[src/rtl/twb_pkg.sv]
package twb_pkg;
  localparam int LINE_CLK = 0;
  localparam int LINE_DAT = 1;
  localparam int N_LINES  = 2;

  typedef logic [N_LINES-1:0] lines_t;

  function automatic int cnt_width(input int limit);
    return (limit < 2) ? 1 : $clog2(limit + 1);
  endfunction
endpackage

[src/rtl/twb_line_sync.sv]
module twb_line_sync #(
  parameter int WIDTH     = 2,
  parameter int STAGES    = 2,
  parameter bit RESET_VAL = 1'b1
) (
  input  logic             clk,
  input  logic             rst,
  input  logic [WIDTH-1:0] raw_i,
  output logic [WIDTH-1:0] sync_o
);
  logic [WIDTH-1:0] stg [STAGES];

  always_ff @(posedge clk) begin
    if (rst) stg[0] <= {WIDTH{RESET_VAL}};
    else     stg[0] <= raw_i;
  end

  for (genvar s = 1; s < STAGES; s++) begin : g_stage
    always_ff @(posedge clk) begin
      if (rst) stg[s] <= {WIDTH{RESET_VAL}};
      else     stg[s] <= stg[s-1];
    end
  end

  assign sync_o = stg[STAGES-1];
endmodule

[src/rtl/twb_cond_detect.sv]
module twb_cond_detect (
  input  logic clk,
  input  logic rst,
  input  logic clk_s_i,
  input  logic dat_s_i,
  output logic start_o,
  output logic stop_o
);
  logic clk_q, dat_q;
  logic clk_steady_hi;

  assign clk_steady_hi = clk_s_i & clk_q;

  always_ff @(posedge clk) begin
    if (rst) begin
      clk_q   <= 1'b1;
      dat_q   <= 1'b1;
      start_o <= 1'b0;
      stop_o  <= 1'b0;
    end else begin
      clk_q   <= clk_s_i;
      dat_q   <= dat_s_i;
      start_o <= clk_steady_hi &  dat_q & ~dat_s_i;
      stop_o  <= clk_steady_hi & ~dat_q &  dat_s_i;
    end
  end

  // framing strobes never coincide
  p_strobe_excl_r3: assert property (@(posedge clk) disable iff (rst)
    !(start_o && stop_o));
  // a Start strobe needs the bus clock high when it was detected
  p_start_clk_hi_r4: assert property (@(posedge clk) disable iff (rst)
    start_o |-> $past(clk_s_i));
  // strobe lasts one cycle
  p_start_pulse_r2: assert property (@(posedge clk) disable iff (rst)
    start_o |=> !start_o);
endmodule

[src/rtl/twb_hold_timer.sv]
module twb_hold_timer #(
  parameter int LIMIT = 1750000
) (
  input  logic clk,
  input  logic rst,
  input  logic cond_i,
  output logic expire_o,
  output logic held_o
);
  localparam int CW = twb_pkg::cnt_width(LIMIT);
  localparam logic [CW-1:0] LAST = CW'(LIMIT - 1);
  localparam logic [CW-1:0] SAT  = CW'(LIMIT);

  logic [CW-1:0] cnt;
  logic          hit;

  assign hit = cond_i && (cnt == LAST);

  always_ff @(posedge clk) begin
    if (rst) begin
      cnt      <= '0;
      expire_o <= 1'b0;
      held_o   <= 1'b0;
    end else begin
      expire_o <= hit;
      if (!cond_i) begin
        cnt    <= '0;
        held_o <= 1'b0;
      end else begin
        if (cnt != SAT) cnt <= cnt + 1'b1;
        if (hit) held_o <= 1'b1;
      end
    end
  end

  // expiry is a single pulse per low episode
  p_single_pulse_r10: assert property (@(posedge clk) disable iff (rst)
    expire_o |=> !expire_o);
  // the held flag only rises together with an expiry
  p_held_rise_r8: assert property (@(posedge clk) disable iff (rst)
    $rose(held_o) |-> expire_o);
  // once the condition drops, the count has restarted
  p_restart_r6: assert property (@(posedge clk) disable iff (rst)
    !cond_i |=> (cnt == '0));
endmodule

[src/rtl/twb_timeout_mon.sv]
module twb_timeout_mon #(
  parameter int CLK_LOW_LIMIT = 1750000,
  parameter int DAT_LOW_LIMIT = 1750000,
  parameter int SYNC_STAGES   = 2
) (
  input  logic clk,
  input  logic rst,
  input  logic bclk_i,
  input  logic bdat_i,
  output logic start_o,
  output logic stop_o,
  output logic timeout_o,
  output logic stuck_o,
  output logic busy_o
);
  import twb_pkg::*;

  lines_t raw, syn;
  logic   clk_exp, dat_exp, clk_held;
  logic   clk_low, dat_pinned;

  assign raw[LINE_CLK] = bclk_i;
  assign raw[LINE_DAT] = bdat_i;

  twb_line_sync #(.WIDTH(N_LINES), .STAGES(SYNC_STAGES), .RESET_VAL(1'b1)) u_sync (
    .clk(clk), .rst(rst), .raw_i(raw), .sync_o(syn));

  twb_cond_detect u_det (
    .clk(clk), .rst(rst),
    .clk_s_i(syn[LINE_CLK]), .dat_s_i(syn[LINE_DAT]),
    .start_o(start_o), .stop_o(stop_o));

  assign clk_low    = ~syn[LINE_CLK];
  assign dat_pinned =  syn[LINE_CLK] & ~syn[LINE_DAT];

  twb_hold_timer #(.LIMIT(CLK_LOW_LIMIT)) u_clk_tmr (
    .clk(clk), .rst(rst), .cond_i(clk_low),
    .expire_o(clk_exp), .held_o(clk_held));

  twb_hold_timer #(.LIMIT(DAT_LOW_LIMIT)) u_dat_tmr (
    .clk(clk), .rst(rst), .cond_i(dat_pinned),
    .expire_o(dat_exp), .held_o(stuck_o));

  assign timeout_o = clk_exp | dat_exp;

  always_ff @(posedge clk) begin
    if (rst)                       busy_o <= 1'b0;
    else if (start_o)              busy_o <= 1'b1;
    else if (stop_o || timeout_o)  busy_o <= 1'b0;
  end

  // the two watchdogs never expire together
  p_one_source_r10: assert property (@(posedge clk) disable iff (rst)
    !(clk_exp && dat_exp));
  // a Stop closes the transfer window
  p_stop_idle_r9: assert property (@(posedge clk) disable iff (rst)
    stop_o |=> !busy_o);
  // a Start opens it
  p_start_busy_r9: assert property (@(posedge clk) disable iff (rst)
    start_o |=> busy_o);
  // the stuck flag rises only with a timeout pulse
  p_stuck_timeout_r7: assert property (@(posedge clk) disable iff (rst)
    $rose(stuck_o) |-> timeout_o);
  // a clock-low expiry cannot occur while the clock-low hold flag is set from before
  p_clk_once_r5: assert property (@(posedge clk) disable iff (rst)
    clk_exp |-> !$past(clk_held));
endmodule

[config.mk]
export PLATFORM = sky130hd
export DESIGN_NAME = twb_timeout_mon
export DESIGN_NICKNAME = d
export VERILOG_FILES = /design/src/rtl/twb_pkg.sv /design/src/rtl/twb_line_sync.sv /design/src/rtl/twb_cond_detect.sv /design/src/rtl/twb_hold_timer.sv /design/src/rtl/twb_timeout_mon.sv
export SDC_FILE = /design/constraint.sdc
export NUM_CORES = 1
export LEC_CHECK = 0
export ABC_CLOCK_PERIOD_IN_PS = 2100
export BUFFER_PORTS_ARGS = -buffer_cell sky130_fd_sc_hd__buf_2
export CORE_ASPECT_RATIO = 0.8
export CORE_UTILIZATION = 54
export CTS_CLUSTER_SIZE = 12
export DETAILED_ROUTE_END_ITERATION = 10
export PLACE_DENSITY = 0.74
export RECOVER_POWER = 100
export SLEW_MARGIN = 20
export SYNTH_ARGS = -nofsm -noshare
export SYNTH_HDL_FRONTEND = slang
export SYNTH_HIERARCHICAL = 1
export SYNTH_SLANG_ARGS = --single-unit
[constraint.sdc]
create_clock -name clk -period 2.1 [get_ports clk]
set_clock_uncertainty 0.05 [all_clocks]
set_input_delay 0 -clock clk [delete_from_list [all_inputs] [get_ports clk]]
set_output_delay 0 -clock clk [all_outputs]
set_load 0.03 [all_outputs]
==> summary.md, run 1 <==
| Metric | Value |
|---|---|
| Status | `finished, final reports clean` |
| Hold Crit Depth | `3` |
| Design Area, Final | `2720 um^2` |
| Post-route ant nets | `0` |
| Drt wl/cell | `13.8 um` |
| WS Path Type | `reg2reg` |
| Clk sinks | `54` |
| Worst hold path type | `in2reg` |
| Share of cells above drive strength 1 | `0.118` |
| Worst slew margin | `0.456` |
| Latest clock arrival within the worst-skew pair | `0.30 ns` |
| CTS Root Cell | `clkbuf_8` |
| Initial Utilization | `0.567` |
| RSZ-0062 raised after global routing | `false` |
| # DRC | `0` |
| CTS tree | `yes` |
| Cells on worst reg2reg path | `4` |
| Sequential standard cell area | `1080 um^2` |
| Hold_ws | `0.375 ns` |
| Final setup fails | `0` |
| Die X | `76.5 um` |
| Arrival @ worst endpoint | `2.20 ns` |
| Syn Area/Cell | `8.82 um^2` |
| Power Density | `651 nW/um^2` |
| DRT iter0 DRCs | `110` |
| Multi-input logic area | `1210 um^2` |
| First-pass DRT Iterations | `4` |
| Largest net degree at the start of global routing | `19` |
| Die height | `61.6 um` |
| I/O Buffers | `8` |
| CP Max Fanout | `3` |
| Mapped Cells | `272` |
| Worst-Margin Slew | `0.816 ns` |
| Vias/cell | `5.73` |
| Max H-tree Level | `2` |
| DPL Wire Length | `3.26 mm` |
| Rows | `21` |
| Worst-path clk slew | `0.09 ns` |
| Initial antenna violation count | `0` |
| Vias in the first global route | `1799` |
| Leakage dissipation | `0.000822 uW` |
| VDD IR max | `0.354 mV` |
| Net Count, Synth | `280` |
| Fillers | `359` |
| Max Clk Rate | `497 MHz` |
| GRT overflow | `0` |
| Worst Path Required | `2.29 ns` |
| Total core area | `4230 um^2` |
| Inserted Diodes | `0` |
| Synth warn | `6` |
| First-pass GRT wire length | `8.20 mm` |
| Total track usage | `0.226` |
| WL final | `4.89 mm` |
| Max clock buf depth | `2` |
| Crit end category | `flip-flop` |
| Cts bufs inserted | `5` |
| Max Cap Viol | `0` |
| Most frequent cells in the layout | `dfxtp_1, nor2_1, a21oi_1` |
| Commonest non-fill, non-tap cell in the layout | `dfxtp_1` |
| Post-Syn Area | `2400 um^2` |
| Final hold viol count | `0` |
| Final min period | `2.01 ns` |
| Full die area | `4720 um^2` |
| Fin nets | `305` |
| Overall power | `1770 uW` |
| Routed vias | `2029` |
| Area after DPL | `2610 um^2` |
| Finished Core Util | `0.644` |
| Sum of negative setup slack | `0 ns` |
| CP Launch Type | `flip-flop` |
| I/O pins | `9` |
| Final Max Tran Viols | `0` |
| Routability cong. | `0.784` |
| Area grow syn2layout | `13.5%` |
| Period utilization | `0.957` |
==> per-layer routing <==
metal  routed length [um]  track usage
met5                    0            0
met4                   51       0.0907
met3                  233       0.0504
met2                 2060        0.346
met1                 2540        0.315
==> state kept, by name (all words and copies together), names as in the netlist <==
name and flops:
u_det/stop_o 1, u_dat_tmr/cnt 21, u_clk_tmr/cnt 21, u_det/start_o 1, u_dat_tmr/held_o 1, busy_o 1, u_det/clk_q 1, u_clk_tmr/expire_o 1
u_det/dat_q 1, u_sync/stg 4, u_dat_tmr/expire_o 1
==> final timing paths <==
kind	start	to	slack [ns]
max reg2reg	u_dat_tmr/cnt[15]$_SDFFE_PP0P_	u_dat_tmr/held_o$_SDFFE_PP0P_	0.09
min	bclk_i	u_sync/stg[0][0]$_SDFF_PP1_	0.38
max	u_dat_tmr/cnt[15]$_SDFFE_PP0P_	u_dat_tmr/held_o$_SDFFE_PP0P_	0.09
min reg2reg	u_sync/stg[0][0]$_SDFF_PP1_	u_sync/stg[1][0]$_SDFF_PP1_	0.38
==> stage by stage <==
stage / instances / worst slack (ns)
2_1_floorplan: 272 / 0.0792
3_3_place_gp: 344 / 0.164
3_5_place_dp: 344 / 0.110
4_1_cts: 354 / 0.0881
5_1_grt: 354 / 0.0232
6_report: 354 / 0.0895
==> worst max-delay path, cell delays in order, from the launching register on <==
cell     delay (ns)
dfxtp_1        0.37
or3b_1         0.35
or4_1          0.53
or4_4          0.51
a21oi_2        0.14
==> where the power goes <==
part           leakage [uW]  switching, uW  internal [uW]  total (uW)
Clock             0.0000573            323            382         705
Sequential         0.000436           4.49           1030        1030
Combinational      0.000329           21.5           12.7        34.2
==> final cells by class <==
cell class,instances,area share
Clock inverter,1,0.0110
Tap cell,57,0.0262
Timing Repair Buffer,30,0.0694
Sequential cell,54,0.397
Multi-Input combinational cell,190,0.444
Clock buffer,6,0.0303
Inverter,16,0.0220
==> timing repair <==
item                       in CTS  in global routing
buffers inserted                0                  0
resized for setup               0                  2
hold endpoints to repair        6                  0
setup endpoints to repair       0                  5
hold buffers                    3                  0
(Power assumes the default switching activity.)
==> run 2: changes to the inputs <==
Settings changed: HOLD_SLACK_MARGIN set to 0.15, PLACE_DENSITY 0.74 to not set, PLACE_DENSITY_LB_ADDON set to 0.15.
==> summary.md, run 2 (same netlist as run 1, synthesis figures left out) <==
| Metric | Value |
|---|---|
| Total track usage | `0.232` |
| Most frequent cells in the layout | `dfxtp_1, nor2_1, buf_4` |
| Area after DPL | `2640 um^2` |
| Final Max Tran Viols | `0` |
| Post-route ant nets | `0` |
| Final hold viol count | `0` |
| DPL Wire Length | `3.26 mm` |
| # DRC | `0` |
| Worst Path Required | `2.30 ns` |
| Overall power | `1920 uW` |
| Arrival @ worst endpoint | `2.22 ns` |
| Final min period | `2.02 ns` |
| Period utilization | `0.963` |
| Commonest non-fill, non-tap cell in the layout | `dfxtp_1` |
| CP Max Fanout | `3` |
| Critical Path Max Stage Delay | `0.54 ns` |
| Finished Core Util | `0.664` |
| Worst-path clk slew | `0.10 ns` |
| Largest net degree at the start of global routing | `17` |
| Status | `finished, final reports clean` |
| Sum of negative setup slack | `0 ns` |
| Area grow syn2layout | `17.0%` |
| Max H-tree Level | `2` |
| Rows | `21` |
| Sequential power share | `0.538` |
| Inserted Diodes | `0` |
| Power Density | `685 nW/um^2` |
| Initial Utilization | `0.567` |
| Drt wl/cell | `13.5 um` |
| Crit end category | `flip-flop` |
| CTS tree | `yes` |
| P_int | `1560 uW` |
| Initial antenna violation count | `0` |
| Die X | `76.5 um` |
| Share of cells above drive strength 1 | `0.138` |
| Clk network pwr share | `0.442` |
| Postcts setup bufs | `0` |
| Biggest regs | `u_clk_tmr/cnt (21), u_dat_tmr/cnt (21), u_sync/stg (4)` |
| First-pass GRT wire length | `8.36 mm` |
| Worst-Margin Slew | `0.595 ns` |
| DRT iter0 DRCs | `136` |
| Cts bufs inserted | `5` |
| Max Cap Viol | `0` |
| Max clock buf depth | `2` |
| Design Area, Final | `2810 um^2` |
| Leakage dissipation | `0.000864 uW` |
| Final setup fails | `0` |
| I/O Buffers | `8` |
| Routability cong. | `0.788` |
| Fillers | `351` |
| Max Clk Rate | `494 MHz` |
| RSZ-0062 raised after global routing | `false` |
| Die height | `61.6 um` |
| Worst hold path type | `reg2reg` |
| Clk sinks | `54` |
| Reg-to-reg slack, setup | `0.08 ns` |
| CP Launch Type | `flip-flop` |
| VDD IR max | `0.390 mV` |
| Fin nets | `312` |
| Comb pwr share | `0.020` |
| WS Path Type | `reg2reg` |
| Sw frac | `0.191` |
| Crit path cell chain | `or3b_1, or4_1, or4_4, a21oi_2` |
| Routed vias | `1983` |
| Latest clock arrival within the worst-skew pair | `0.31 ns` |
| GRT overflow | `0` |
| Vias/cell | `5.48` |
| Switching power | `368 uW` |
| First-pass DRT Iterations | `4` |
| Worst path slowest cell | `or4_1` |
| Vias in the first global route | `1740` |
| CTS Root Cell | `clkbuf_8` |
| WL final | `4.90 mm` |
| Worst slew margin | `0.603` |
| Total core area | `4230 um^2` |
| Full die area | `4720 um^2` |
| I/O pins | `9` |
==> run 2: cell types whose count changed in the layout (fill, tap and decap cells not counted), sizes merged <==
| cell | previous run | this run |
|---|---|---|
| bufinv | 1 | 2 |
| buf | 16 | 21 |
| dlygate4sd3 | 3 | 5 |
==> run 2: worst paths after layout <==
kind | start | to | cells after the start
min reg2reg | u_sync/stg[0][1]$_SDFF_PP1_ | u_sync/stg[1][1]$_SDFF_PP1_ | 1
max | u_dat_tmr/cnt[11]$_SDFFE_PP0P_ | u_dat_tmr/held_o$_SDFFE_PP0P_ | 4
max reg2reg | u_dat_tmr/cnt[11]$_SDFFE_PP0P_ | u_dat_tmr/held_o$_SDFFE_PP0P_ | 4
min | u_sync/stg[0][1]$_SDFF_PP1_ | u_sync/stg[1][1]$_SDFF_PP1_ | 1
==> run 2: critical path: cells and delay by family, from the launching register on <==
family | cells | cell delay (ns)
compound gates | 1 | 0.15
flops | 1 | 0.34
simple gates | 3 | 1.43
==> run 2: cell type report <==
| type | count | area (um^2) | area share |
|---|---|---|---|
| timing repair buffer | 37 | 245 | 0.0873 |
| tap | 57 | 71.3 | 0.0254 |
| clock inverter | 2 | 60.1 | 0.0214 |
| clock buffer | 6 | 82.6 | 0.0294 |
| inverter | 16 | 60.1 | 0.0214 |
| multi-input combinational | 190 | 1200 | 0.429 |
| sequential | 54 | 1080 | 0.386 |
==> run 2: layer usage <==
layer  part of all wire  global-route usage  vias up
met2               0.40               0.331       44
met1               0.55               0.343      902
met5                  0                   0        -
li1                   -                   -     1033
met4              0.012              0.0989        0
met3              0.042              0.0444        4
==> run 2: power groups by stage <==
stage	clock network (uW)	logic, uW	registers, uW
after floorplan	0	17.1	1060
after global routing	907	43.6	1040
after detailed placement	0	33.7	1060
after CTS	861	41.3	1030
after global placement	0	33.3	1060
final	850	38.7	1030
==> run 2: repair_timing <==
item                                   in CTS  in global routing
setup endpoints to repair                   0                 10
resized for setup                           0                  5
hold buffers                                5                  0
endpoints found under the hold margin      13                  0
==> run 2: stage by stage <==
stage	hold slack [ns]	instances	setup slack [ns]
finish	0.380	362	0.0772
detailed placement	0.136	349	0.0662
global placement	0.133	349	0.104
global route	0.405	362	0.00467
floorplan	0.0191	272	0.0792
CTS	0.372	362	0.0504
